===== src/rtl/pgw_pkg.sv =====
package pgw_pkg;

    // Fixed-point fraction width of the threshold multipliers
    localparam int unsigned FRAC_W = 10;

    // Multipliers (value / 2^FRAC_W) for the four window limits
    localparam int unsigned K_OV_TRIP = 1137;
    localparam int unsigned K_OV_REL  = 1101;
    localparam int unsigned K_UV_TRIP = 911;
    localparam int unsigned K_UV_REL  = 947;

    localparam int unsigned N_LIMITS = 4;

    // Index of each limit in the threshold vector
    typedef enum logic [1:0] {
        LIM_OV_TRIP = 2'd0,
        LIM_OV_REL  = 2'd1,
        LIM_UV_TRIP = 2'd2,
        LIM_UV_REL  = 2'd3
    } lim_idx_e;

    // Which side of the window a hysteresis band guards
    typedef enum logic {
        SIDE_HIGH = 1'b0,
        SIDE_LOW  = 1'b1
    } band_side_e;

    function automatic int unsigned lim_mult(input int unsigned idx);
        case (idx)
            0:       return K_OV_TRIP;
            1:       return K_OV_REL;
            2:       return K_UV_TRIP;
            default: return K_UV_REL;
        endcase
    endfunction

    // (ref * k) >> FRAC_W, truncating
    function automatic logic [31:0] scale_ref(input logic [31:0] ref_v,
                                              input logic [31:0] k);
        logic [31:0] prod;
        prod = ref_v * k;
        return prod >> FRAC_W;
    endfunction

endpackage


===== src/rtl/pgw_thresh.sv =====
module pgw_thresh #(
    parameter int unsigned CODE_W = 12,
    parameter int unsigned TH_W   = CODE_W + 1
) (
    input  logic [CODE_W-1:0]                     ref_code,
    output logic [pgw_pkg::N_LIMITS-1:0][TH_W-1:0] lim
);
    import pgw_pkg::*;

    for (genvar g = 0; g < int'(N_LIMITS); g++) begin : g_lim
        localparam logic [31:0] K_G = 32'(lim_mult(g));
        logic [31:0] wide;
        always_comb wide = scale_ref(32'(ref_code), K_G);
        assign lim[g] = wide[TH_W-1:0];
        logic unused_hi;
        assign unused_hi = ^wide[31:TH_W];
    end

endmodule


===== src/rtl/pgw_band.sv =====
module pgw_band #(
    parameter int unsigned          TH_W = 13,
    parameter pgw_pkg::band_side_e  SIDE = pgw_pkg::SIDE_HIGH
) (
    input  logic            clk,
    input  logic            clr,
    input  logic            smp,
    input  logic [TH_W-1:0] fb,
    input  logic [TH_W-1:0] trip_lim,
    input  logic [TH_W-1:0] rel_lim,
    output logic            flt_q
);
    import pgw_pkg::*;

    logic trip_hit;
    logic rel_hit;

    if (SIDE == SIDE_HIGH) begin : g_high
        assign trip_hit = fb > trip_lim;
        assign rel_hit  = fb <= rel_lim;
    end else begin : g_low
        assign trip_hit = fb < trip_lim;
        assign rel_hit  = fb >= rel_lim;
    end

    always_ff @(posedge clk) begin
        if (clr) begin
            flt_q <= 1'b0;
        end else if (smp) begin
            if (trip_hit) begin
                flt_q <= 1'b1;
            end else if (rel_hit) begin
                flt_q <= 1'b0;
            end
        end
    end

endmodule


===== src/rtl/pgw_gate.sv =====
module pgw_gate (
    input  logic clk,
    input  logic rst,
    input  logic en,
    input  logic ss_done,
    input  logic ov_flt,
    input  logic uv_flt,
    output logic pgood
);
    logic armed_q;

    always_ff @(posedge clk) begin
        if (rst) begin
            armed_q <= 1'b0;
        end else begin
            armed_q <= en & (armed_q | ss_done);
        end
    end

    assign pgood = ~rst & en & armed_q & ~ov_flt & ~uv_flt;

endmodule


===== src/rtl/pgood_window_mon.sv =====
module pgood_window_mon #(
    parameter int unsigned CODE_W = 12
) (
    input  logic              clk,
    input  logic              rst,
    input  logic              en,
    input  logic              ss_done,
    input  logic              smp_vld,
    input  logic [CODE_W-1:0] fb_code,
    input  logic [CODE_W-1:0] ref_code,
    output logic              pgood
);
    import pgw_pkg::*;

    localparam int unsigned TH_W = CODE_W + 1;

    logic [N_LIMITS-1:0][TH_W-1:0] lim;
    logic [TH_W-1:0]               fb_ext;
    logic                          flt_clr;
    logic                          ov_flt;
    logic                          uv_flt;

    assign fb_ext  = {1'b0, fb_code};
    assign flt_clr = rst | ~en;

    pgw_thresh #(.CODE_W(CODE_W), .TH_W(TH_W)) u_thresh (
        .ref_code (ref_code),
        .lim      (lim)
    );

    pgw_band #(.TH_W(TH_W), .SIDE(SIDE_HIGH)) u_ov_band (
        .clk      (clk),
        .clr      (flt_clr),
        .smp      (smp_vld),
        .fb       (fb_ext),
        .trip_lim (lim[LIM_OV_TRIP]),
        .rel_lim  (lim[LIM_OV_REL]),
        .flt_q    (ov_flt)
    );

    pgw_band #(.TH_W(TH_W), .SIDE(SIDE_LOW)) u_uv_band (
        .clk      (clk),
        .clr      (flt_clr),
        .smp      (smp_vld),
        .fb       (fb_ext),
        .trip_lim (lim[LIM_UV_TRIP]),
        .rel_lim  (lim[LIM_UV_REL]),
        .flt_q    (uv_flt)
    );

    pgw_gate u_gate (
        .clk     (clk),
        .rst     (rst),
        .en      (en),
        .ss_done (ss_done),
        .ov_flt  (ov_flt),
        .uv_flt  (uv_flt),
        .pgood   (pgood)
    );

endmodule


===== config.mk =====
export PLATFORM = sky130hd
export DESIGN_NAME = pgood_window_mon
export DESIGN_NICKNAME = d
export VERILOG_FILES = /design/src/rtl/pgw_pkg.sv /design/src/rtl/pgw_thresh.sv /design/src/rtl/pgw_band.sv /design/src/rtl/pgw_gate.sv /design/src/rtl/pgood_window_mon.sv
export SDC_FILE = /design/constraint.sdc
export NUM_CORES = 1
export LEC_CHECK = 0
export BUFFER_PORTS_ARGS = -buffer_cell sky130_fd_sc_hd__buf_2
export CAP_MARGIN = 20
export CORE_AREA = 2 2 141 143
export DETAILED_ROUTE_END_ITERATION = 16
export DIE_AREA = 0 0 143 145
export PLACE_DENSITY = 0.63
export SLEW_MARGIN = 20
export SYNTH_ARGS = -nofsm -noshare
export SYNTH_HDL_FRONTEND = slang
export SYNTH_SLANG_ARGS = --single-unit

===== constraint.sdc =====
create_clock -name clk -period 6.4 [get_ports clk]
set_input_delay 0.64 -clock clk [delete_from_list [all_inputs] [get_ports clk]]
set_output_delay 0.64 -clock clk [all_outputs]
set_load 0.01 [all_outputs]

After elaboration in Yosys (flattened, before gate mapping)
Cells that the tools add are included.
{"block": "totals", "output_inout_bits": 1, "register_bits": 3, "in_bits": 29}
{"block": "classes", "n_mux": 4, "bitwise_logic": 11, "mul": 4, "n_reduce_logical": 4, "n_lt_le_gt_ge": 4}
{"operator": "12-bit by 11-bit multiplier with 23-bit output (second input constant)", "count": 2}
{"operator": "12-bit by 10-bit multiplier with 22-bit output (second input constant)", "count": 2}
{"operator": "12-bit by 13-bit > comparator with 1-bit output", "count": 1}
{"operator": "12-bit by 13-bit <= comparator with 1-bit output", "count": 1}
{"operator": "12-bit greater-or-equal comparator", "count": 1}
{"operator": "12-bit less-than comparator", "count": 1}
{"operator": "1-bit AND", "count": 5}
{"operator": "1-bit two-way mux", "count": 4}
{"operator": "1-bit inverter", "count": 4}
{"operator": "2-bit AND reduction", "count": 2}
{"operator": "2-bit nonzero test", "count": 2}
{"operator": "1-bit OR", "count": 2}

Depth between registers and ports, before layout
Gate-level depths: netlist of the first run.
{"block": "depth", "word_depth": 5, "mapped_depth": 27, "depth_no_buf": 27}

By module
Synthesis of the first run repeated with hierarchy kept, for this count alone.
{"block": "hier_totals", "cells_unflattened": 986, "area_unflattened_um2": 8879.8}
{"module": "pgw_thresh", "n_inst": 1, "cells_per_inst": 798, "area_each_um2": 7452.1}
{"module": "pgw_band (u_ov_band)", "n_inst": 1, "cells_per_inst": 93, "area_each_um2": 694.4}
{"module": "pgw_band (u_uv_band)", "n_inst": 1, "cells_per_inst": 88, "area_each_um2": 658.1}
{"module": "pgw_gate", "n_inst": 1, "cells_per_inst": 5, "area_each_um2": 65.1}
{"module": "pgood_window_mon", "n_inst": 1, "cells_per_inst": 2, "area_each_um2": 10.0}

Worst setup path before layout of the first run
No wires, ideal clock.
{"block": "synth_path", "path_type": "input-to-reg", "start": "input ref_code[7]", "end": "register u_uv_band.flt_q", "arrival_time_ns": 6.013, "path_buffers": 0, "path_stages": 24, "setup_slack_ns": 0.308, "cell_sequence": "inv_1 fa_1 inv_1 ha_1 fa_1 fa_1 inv_1 fa_1 inv_1 ha_1 nand3_1 nor4_1 nor2_1 o211ai_1 a21oi_1 a211o_1 xor2_1 ha_1 nand4_1 nor3_1 nor3_1 o211ai_1 a2111o_1 o211ai_1"}
{"block": "synth_between", "elab_chain_cells": 4, "word_cells_on_any_way": 7, "classes_between": "2 x mul; 2 x order compare; 1 x mux; 2 x reduce/logical"}
{"element": "start, declared", "line_no": "pgood_window_mon.sv:10", "text": "input logic [CODE_W-1:0] ref_code,"}
{"element": "12-bit by 10-bit multiplier with 22-bit output", "line_no": "pgw_pkg.sv:41", "text": "prod = ref_v * k;"}
{"element": "12-bit greater-or-equal comparator / 12-bit less-than comparator (equally long branches)", "line_no": "pgw_band.sv:23, pgw_band.sv:22"}
{"element": "2-bit nonzero test (no line)"}
{"element": "2-bit AND reduction (no line)"}
{"element": "end signal, assigned", "line_no": "pgw_band.sv:28", "text": "flt_q <= 1'b0;"}
{"element": "end signal, assigned", "line_no": "pgw_band.sv:31", "text": "flt_q <= 1'b1;"}
{"element": "end signal, assigned", "line_no": "pgw_band.sv:33", "text": "flt_q <= 1'b0;"}
{"element": "end, declared", "line_no": "pgw_band.sv:11", "text": "output logic flt_q"}
Several ways; a longest one is shown, not always the timed one.
A chain may end at the register's enable or synchronous reset.

Worst setup path in the final report of the first run
{"block": "layout_path", "start": "input ref_code[4]", "end": "register u_uv_band.flt_q"}
Same word-level chain as after synthesis.

==> results of run 1 <==
[state kept, by name, summed over array words and instances, names as in the netlist]
| name | count |
|---|---|
| u_gate.armed_q | 1 |
| u_ov_band.flt_q | 1 |
| u_uv_band.flt_q | 1 |
[layout by cell type (no fill, tap or decap), types with 4 or more instances in the layout]
master / netlist / layout
nand2_1: 25 / 25
nor3_1: 11 / 11
o21ai_0: 23 / 21
nand4_1: 10 / 10
ha_4: 0 / 17
fa_2: 0 / 4
a21oi_1: 38 / 32
a21o_1: 11 / 11
nor2b_1: 12 / 11
nand2b_1: 5 / 5
buf_2: 0 / 21
nand3_1: 17 / 16
or3_1: 4 / 4
or2_2: 7 / 7
inv_1: 228 / 221
a211oi_1: 8 / 7
a31oi_1: 5 / 5
buf_4: 0 / 80
xor2_1: 19 / 19
o21a_1: 9 / 9
o211ai_1: 5 / 5
o31ai_1: 4 / 4
fa_1: 103 / 99
xnor2_1: 22 / 22
o21bai_1: 5 / 5
a21oi_2: 0 / 6
ha_1: 286 / 269
inv_2: 0 / 6
nor2_1: 26 / 24
[per-layer routing]
metal | track usage (%) | wire, um | up-vias
met5 | 0 | 0 | -
met4 | 4.06 | 368 | 0
met3 | 0.792 | 499 | 21
met2 | 35.5 | 10400 | 74
met1 | 28.7 | 9650 | 3213
li1 | - | - | 3347
[final timing paths]
kind,from,cells past startpoint,endpoint,slack [ns]
min reg2reg,u_gate.armed_q$_SDFF_PP0_,1,u_gate.armed_q$_SDFF_PP0_,0.45
max reg2reg,u_ov_band.flt_q$_SDFFE_PP0P_,6,u_ov_band.flt_q$_SDFFE_PP0P_,5.01
max,ref_code[4],28,u_uv_band.flt_q$_SDFFE_PP0P_,0.24
min,u_gate.armed_q$_SDFF_PP0_,1,u_gate.armed_q$_SDFF_PP0_,0.45
[power by group through the flow]
stage	Combinational [uW]	Sequential, uW	Clock (uW)
after floorplan	2900	22.9	0
after global placement	3920	23.6	0
after detailed placement	3990	23.5	0
after CTS	4040	23.3	100
after global routing	4970	23.6	104
final	4360	23.2	99.1
[repair_timing]
| action | in CTS | in global routing |
|---|---|---|
| pin swaps | 0 | 37 |
| buffers inserted | 0 | 7 |
| hold buffers | 0 | 0 |
| endpoints found under the setup margin | 2 | 2 |
| resized for setup | 3 | 66 |
[logic make-up (layout without fill, tap and decap cells)]
kind of cell / after synthesis / count (layout)
mux: 1 / 1
compound gates: 136 / 136
simple gates: 130 / 130
fa+ha+maj: 389 / 389
flops: 3 / 3
buf+inv: 229 / 339
xor+xnor: 41 / 41
[per-stage QoR]
| step | setup slack, ns | hold WS, ns | power, uW |
|---|---|---|---|
| final | 0.241 | 0.452 | 4490 |
| after global routing | -0.0341 | 0.480 | 5100 |
| after CTS | 0.0291 | 0.452 | 4160 |
| after detailed placement | -0.332 | 0.445 | 4010 |
| after global placement | -0.230 | 0.441 | 3940 |
| after floorplan | 0.308 | 0.432 | 2920 |
[cell type report]
cell class	instances	share of cell area (%)
multi-input combinational	697	79.0
timing repair buffer	107	7.74
sequential	3	0.600
inverter	228	8.59
tap	265	3.31
clock buffer	4	0.788
==> impl_metrics.tcl, run 1 <==
set metrics [dict create \
    arrival_ns 6.30 \
    ys_seq_area_share_pct 0.705 \
    max_slew_margin_pct 60.5 \
    synth-seq-cells 3 \
    synth_top_family_by_area "adder cells" \
    synth_top_area_share_pct 42.0 \
    finish.utilization_pct 52.1 \
    wl_per_cell_um 16.0 \
    final.min_clock_period_ns 6.16 \
    vias 6655 \
    cp_max_fo 5 \
    ff_latch_area_um2 60.1 \
    slew_viol_final 0 \
    coreArea_um2 19200 \
    worst-path-buf-inv 8 \
    synthesis.area_um2 8520 \
    yosys.area_share.xor_xnor_pct 4.22 \
    via_per_inst 5.10 \
    multi_input_area_um2 7900 \
    p_int_uw 2190 \
    areaGrowthSynthToFinish_pct 17.5 \
    pin_count 30 \
    seqPwrFrac_pct 0.5 \
    drt-pass1-iter-count 4 \
    clock_path_buffers 2 \
    cpMostUsedCell "inv_1" \
    wl_um 20900 \
    final_cells 1304 \
    netlist_top_cells_area "ha_1 (42%), fa_1 (24%), inv_1 (10%)" \
    p_sw_share_pct 51.2 \
    fin_area_um2 10000 \
    ant_nets 0 \
    avgSynthCellArea_um2 9.17 \
    timing.setup.tns_ns 0 \
    worst_slew_pin_slew_ns 0.592 \
    clock_latency_ns 0.22 \
    nNetsFinal 1458 \
    drive_above_1_share_pct 16.1 \
    antenna_cells 0 \
    grt_pass1_wl_um 33900 \
    critPathMaxStageDelay_ns 0.57 \
    synthArstFlopShare_pct 0 \
    grt_pass1_vias 6887 \
    cts_max_level 1 \
    cts_num_sinks 3 \
    hpwl_um 18900 \
    drt-initial-drc-count 247 \
    synth_ff_type "dfxtp_1" \
    p_leak_uw 0.00549 \
    fp.dieH_um 145 \
    clock_skew_ns 0 \
    clk_pin_slew_ns 0.03 \
    yosysMostFrequentCell "ha_1" \
    mappedNetlistNets 1347 \
    rsz0062_at_grt "true" \
    cts_tree "built" \
    numCtsBuffers 3 \
    crit_path_top_delay_cell "fa_2" \
    worstSetupStartpointType "input port" \
    track_usage_pct 20.6 \
    nFillCells 1771 \
    cap_violations 0 \
    p_switching_uw 2300 \
    critPathTopFamily "adder cells" \
    antenna_found_initial 0 \
    initial_core_util_pct 44.3 \
    yosys.area_share.adder_pct 66.2 \
    required_ns 6.54 \
    min_period_over_period_pct 96.2 \
    endpoint_kind "flop" \
    synth_edf_count 0 \
    synth.distinct_cells 51 \
    grt_start_max_net_pins 11 \
    numPortBuffers 29 \
    ir_drop_mv 0.293 \
    setup_viol 0 \
    die_area_um2 20700 \
    grt_overflow_total 0 \
    path_class "in -> reg" \
    clock.fmax_mhz 162 \
    dpl-instance-area_um2 9530 \
    gp_congestion 0.852 \
    placedCellCount 1293 \
    powerDensity_nw_per_um2 448 \
    root_buffer "clkbuf_16" \
    ys.warnings.count 0 \
    synthMuxAreaShare_pct 0.118 \
    hp-class "reg -> reg" \
    synth_common_cells "ha_1 (286), inv_1 (228), fa_1 (103), a21oi_1 (38), nor2_1 (26)" \
    outcome "completed" \
    hold_violations 0 \
    synth_compound_area_share_pct 10.8 \
    std_cell_rows 51 \
    netlist_instances 929 \
    pwr-share-clk_pct 2.2 \
    die_w_um 143 \
    yosysTopAreaCell "ha_1" \
    route.detailed.drc 0 \
    power_frac_comb_pct 97.3 \
    synthSimpleGateAreaFrac_pct 7.79 \
]
(Power assumes the default switching activity.)
==> run 2: changes to the inputs <==
--- a/config.mk
+++ b/config.mk
@@ -5,7 +5,7 @@
 export SDC_FILE = /design/constraint.sdc
 export NUM_CORES = 1
 export LEC_CHECK = 0
-export BUFFER_PORTS_ARGS = -buffer_cell sky130_fd_sc_hd__buf_2
+export BUFFER_PORTS_ARGS = -buffer_cell sky130_fd_sc_hd__buf_4
 export CAP_MARGIN = 20
 export CORE_AREA = 2 2 141 143
 export DETAILED_ROUTE_END_ITERATION = 16
==> impl_metrics.tcl, run 2 (same netlist as run 1, synthesis figures left out) <==
set metrics [dict create \
    slew_viol_final 0 \
    post-place-ws_ns -0.236 \
    endpoint_kind "flop" \
    clock.fmax_mhz 161 \
    grt_start_max_net_pins 10 \
    power_frac_comb_pct 97.3 \
    initial_core_util_pct 44.3 \
    powerDensity_nw_per_um2 451 \
    layout_top_registers "u_gate.armed_q (1), u_ov_band.flt_q (1), u_uv_band.flt_q (1)" \
    fp.dieH_um 145 \
    worst_slew_pin_slew_ns 0.574 \
    grt_overflow_total 0 \
    std_cell_rows 51 \
    hold_violations 0 \
    path_cells "buf_6, inv_2, fa_1, buf_4, fa_1, fa_1, inv_1, fa_1, inv_1, fa_1, inv_1, ha_2, or4_4, buf_6, o22ai_4, o31a_1, o31ai_2, o41a_1, xnor2_1, ha_1, buf_4, nand4_1, a211oi_1, o211ai_1" \
    ant_nets 0 \
    p_sw_share_pct 51.5 \
    hpwl_um 19100 \
    antenna_cells 0 \
    numPortBuffers 29 \
    critPathMaxStageDelay_ns 0.53 \
    track_usage_pct 20.7 \
    grt_pass1_wl_um 34100 \
    timing.rr.end "u_ov_band.flt_q$_SDFFE_PP0P_" \
    coreArea_um2 19200 \
    postCtsHoldBufs 0 \
    r2r-start "u_ov_band.flt_q$_SDFFE_PP0P_" \
    clock_latency_ns 0.22 \
    die_w_um 143 \
    r2r_slack_ns 5.03 \
    cpMostUsedCell "fa_1" \
    final.min_clock_period_ns 6.21 \
    cts_max_level 1 \
    cts_tree "built" \
    drive_above_1_share_pct 15.9 \
    cts_num_sinks 3 \
    areaGrowthSynthToFinish_pct 17.1 \
    crit_path_top_delay_cell "fa_1" \
    arrival_ns 6.30 \
    outcome "completed" \
    required_ns 6.50 \
    clk_pin_slew_ns 0.03 \
    nNetsFinal 1452 \
    hold_end "u_gate.armed_q$_SDFF_PP0_" \
    cp_max_fo 6 \
    hold_start "u_gate.armed_q$_SDFF_PP0_" \
    worstSetupStartpointType "input port" \
    ir_drop_mv 0.470 \
    rsz0062_at_grt "true" \
    grt_pass1_vias 6772 \
    reg2reg_depth 6 \
    seqPwrFrac_pct 0.5 \
    gp_congestion 0.853 \
    final_cells 1298 \
    antenna_found_initial 0 \
    hp-class "reg -> reg" \
    p_switching_uw 2320 \
    p_int_uw 2180 \
    route.detailed.drc 0 \
    clock_path_buffers 2 \
    die_area_um2 20700 \
    hold_depth 1 \
    placedCellCount 1285 \
    min_period_over_period_pct 97.0 \
    max_slew_margin_pct 61.7 \
    via_per_inst 5.16 \
    pin_count 30 \
    wl_per_cell_um 16.3 \
    clock_skew_ns 0 \
    layout_commonest_cell "ha_1" \
    final_cell_mix "ha_1 (271), inv_1 (220), fa_1 (99)" \
    p_leak_uw 0.00548 \
    drt-initial-drc-count 268 \
    path_class "in -> reg" \
    numCtsBuffers 3 \
    cap_violations 0 \
    root_buffer "clkbuf_16" \
    pwr-share-clk_pct 2.2 \
    wl_um 21200 \
    setup_ws_ns 0.194 \
    setup_viol 0 \
    vias 6698 \
    drt-pass1-iter-count 4 \
]
==> run 2: power by group through the flow <==
stage,Sequential (uW),Combinational (uW),Clock [uW]
after CTS,23.4,4050,100
after floorplan,22.9,2900,0
after global placement,23.8,3930,0
final,23.5,4370,99.5
after global routing,23.6,4980,102
after detailed placement,23.7,4010,0
==> run 2: worst max-delay path, delay by kind of cell <==
kind,cells,cell delay [ns]
fa+ha+maj,7,2.91
compound gates,6,1.29
simple gates,2,0.59
buf+inv,8,0.70
xor+xnor,1,0.14
==> run 2: per-stage QoR <==
| stage | area, um^2 | TNS [ns] | power [uW] | hold WS, ns | util (%) |
|---|---|---|---|---|---|
| 2_1_floorplan | 8520 | 0 | 2920 | 0.432 | - |
| 3_3_place_gp | 9550 | -0.186 | 3960 | 0.439 | 49.7 |
| 3_5_place_dp | 9550 | -0.335 | 4030 | 0.448 | 49.7 |
| 4_1_cts | 9630 | 0 | 4170 | 0.455 | 50.1 |
| 5_1_grt | 9970 | -0.0918 | 5110 | 0.491 | 51.9 |
| 6_report | 9970 | 0 | 4490 | 0.450 | 51.9 |
==> run 2: repair_timing <==
item                       in CTS  in global routing
gates resized for setup         1                 61
setup endpoints to repair       1                  2
pin swaps                       0                 45
buffers inserted                0                  9
==> run 2: how the worst max path moves through the flow <==
stage	to	from
after floorplan	u_uv_band.flt_q$_SDFFE_PP0P_	ref_code[7]
after global placement	u_ov_band.flt_q$_SDFFE_PP0P_	ref_code[6]
after detailed placement	u_ov_band.flt_q$_SDFFE_PP0P_	ref_code[6]
after CTS	u_ov_band.flt_q$_SDFFE_PP0P_	ref_code[6]
after global routing	u_uv_band.flt_q$_SDFFE_PP0P_	ref_code[2]
final	u_uv_band.flt_q$_SDFFE_PP0P_	ref_code[4]
==> run 2: area by class of cell <==
class                   count  area (um^2)
inverters                 228          860
flip-flops and latches      3         60.1
multi-input cells         697         7860
repair buffers            101          782
clock buffers               4         78.8
well taps                 265          332
fillers                  1798         9240
==> run 2: routing by layer <==
layer	part of all wire (%)	vias to the layer above	track usage (%)
li1	-	3342	-
met1	47	3258	30.0
met2	49	82	34.6
met3	2.6	16	0.627
met4	1.2	0	3.71
met5	0	-	0
==> run 3: changes to the inputs <==
--- a/config.mk
+++ b/config.mk
@@ -5,12 +5,12 @@
 export SDC_FILE = /design/constraint.sdc
 export NUM_CORES = 1
 export LEC_CHECK = 0
-export BUFFER_PORTS_ARGS = -buffer_cell sky130_fd_sc_hd__buf_4
+export BUFFER_PORTS_ARGS = -buffer_cell sky130_fd_sc_hd__buf_2
 export CAP_MARGIN = 20
-export CORE_AREA = 2 2 141 143
+export CORE_AREA = 2 2 149 151
 export DETAILED_ROUTE_END_ITERATION = 16
-export DIE_AREA = 0 0 143 145
-export PLACE_DENSITY = 0.63
+export DIE_AREA = 0 0 151 153
+export PLACE_DENSITY = 0.57
 export SLEW_MARGIN = 20
 export SYNTH_ARGS = -nofsm -noshare
 export SYNTH_HDL_FRONTEND = slang
==> impl_metrics.tcl, run 3 (same netlist as run 1, synthesis figures left out) <==
set metrics [dict create \
    clock.fmax_mhz 162 \
    drive_above_1_share_pct 14.5 \
    areaGrowthSynthToFinish_pct 16.1 \
    outcome "completed" \
    std_cell_rows 54 \
    clock_path_buffers 2 \
    required_ns 6.55 \
    numPortBuffers 29 \
    min_period_over_period_pct 96.6 \
    pin_count 30 \
    post-place-ws_ns -0.308 \
    final_cell_mix "ha_1 (282), inv_1 (226), fa_1 (101)" \
    grt_overflow_total 0 \
    finish.utilization_pct 46.0 \
    cts_max_level 1 \
    p_switching_uw 2300 \
    postCtsHoldBufs 0 \
    clock_latency_ns 0.23 \
    setup_ws_ns 0.215 \
    power_frac_comb_pct 97.2 \
    track_usage_pct 19.4 \
    hpwl_um 19800 \
    via_per_inst 5.00 \
    p_leak_uw 0.00556 \
    nFillCells 2146 \
    grt_pass1_wl_um 35100 \
    hp-class "reg -> reg" \
    fp.dieH_um 153 \
    final.min_clock_period_ns 6.18 \
    die_area_um2 23100 \
    endpoint_kind "flop" \
    initial_core_util_pct 39.6 \
    cts_tree "built" \
    ant_nets 0 \
    arrival_ns 6.34 \
    worst_slew_pin_slew_ns 0.536 \
    pwr-share-clk_pct 2.3 \
    powerDensity_nw_per_um2 451 \
    layout_top_registers "u_gate.armed_q (1), u_ov_band.flt_q (1), u_uv_band.flt_q (1)" \
    clock_skew_ns 0 \
    clk_pin_slew_ns 0.03 \
    max_slew_margin_pct 64.3 \
    gp_congestion 0.869 \
    worstSetupStartpointType "input port" \
    root_buffer "clkbuf_16" \
    wl_per_cell_um 16.1 \
    path_class "in -> reg" \
    cp_max_fo 3 \
    drt-pass1-iter-count 6 \
    grt_start_max_net_pins 10 \
    drt-initial-drc-count 235 \
    ir_drop_mv 0.472 \
    grt_pass1_vias 6824 \
    p_int_uw 2170 \
    cap_violations 0 \
    seqPwrFrac_pct 0.5 \
    antenna_found_initial 0 \
    wl_um 21300 \
    layout_commonest_cell "ha_1" \
    hold_violations 0 \
    coreArea_um2 21500 \
    route.detailed.drc 0 \
    antenna_cells 0 \
    numCtsBuffers 3 \
    setup_viol 0 \
    p_sw_share_pct 51.4 \
    slew_viol_final 0 \
    vias 6636 \
    cts_num_sinks 3 \
    nNetsFinal 1467 \
    die_w_um 151 \
]
run 3: cell count changes in the layout (fill, tap and decap cells not counted), moves of 3 or more:
cell and delta:
buf_2 +23, ha_1 +11, buf_4 -9, ha_4 -8, a21oi_1 +6, a21oi_2 -6, inv_1 +6, inv_2 -5
clkbuf_4 +4, buf_6 -3, ha_2 -3
run 3: path summary, 6_finish.rpt:
kind	end	cells after the start	start	slack [ns]
setup / recovery	u_uv_band.flt_q$_SDFFE_PP0P_	23	ref_code[1]	0.22
hold / removal	u_gate.armed_q$_SDFF_PP0_	1	u_gate.armed_q$_SDFF_PP0_	0.45
hold reg to reg	u_gate.armed_q$_SDFF_PP0_	1	u_gate.armed_q$_SDFF_PP0_	0.45
setup reg to reg	u_ov_band.flt_q$_SDFFE_PP0P_	6	u_ov_band.flt_q$_SDFFE_PP0P_	5.05
run 3: layout make-up:
type	count	area (um^2)	area share, %
repair buffers	116	826	8.36
clock buffers	4	78.8	0.798
flip-flops and latches	3	60.1	0.608
well taps	280	350	3.54
multi-input cells	697	7710	78.0
inverters	228	856	8.66
run 3: per-layer routing:
layer | track usage, % | part of all wire [%] | up-vias
met5 | 0 | 0 | -
met4 | 1.07 | 0.48 | 0
met3 | 1.25 | 2.3 | 6
met2 | 33.3 | 49 | 64
met1 | 27.9 | 49 | 3200
li1 | - | - | 3366
run 3: repair_timing:
action | 4_1_cts | 5_1_grt
pin swaps | 0 | 19
resized for setup | 2 | 33
setup endpoints to repair | 1 | 2
buffers inserted | 0 | 2
run 3: per-stage QoR:
step                      power [uW]  std cells  instance area (um^2)  hold slack (ns)  TNS (ns)
final                           4460       1328                  9880            0.451         0
after global routing            5110       1328                  9880            0.503   -0.0175
after CTS                       4400       1326                  9740            0.453         0
after detailed placement        4260       1322                  9660            0.445    -0.477
after global placement          4220       1322                  9660            0.440    -0.418
after floorplan                 2920        929                  8520            0.432         0
run 3: power groups by stage:
stage	sequential (uW)	combinational, uW	clock [uW]
after floorplan	22.9	2900	0
after global placement	24.2	4190	0
after detailed placement	24.1	4230	0
after CTS	23.8	4270	104
after global routing	24.2	4980	107
final	23.9	4340	102
run 3: critical path, cell delays in order:
cell	delay, ns
buf_2	0.13
fa_2	0.60
inv_1	0.06
fa_1	0.49
inv_1	0.06
fa_1	0.50
fa_1	0.56
inv_1	0.06
fa_1	0.51
inv_1	0.04
ha_1	0.21
or4_4	0.49
a211oi_2	0.18
buf_4	0.15
o31a_1	0.24
o31ai_2	0.09
o41a_1	0.33
xnor2_1	0.14
ha_1	0.32
nor2b_1	0.13
o21ai_1	0.11
nand3_1	0.09
o211ai_1	0.19
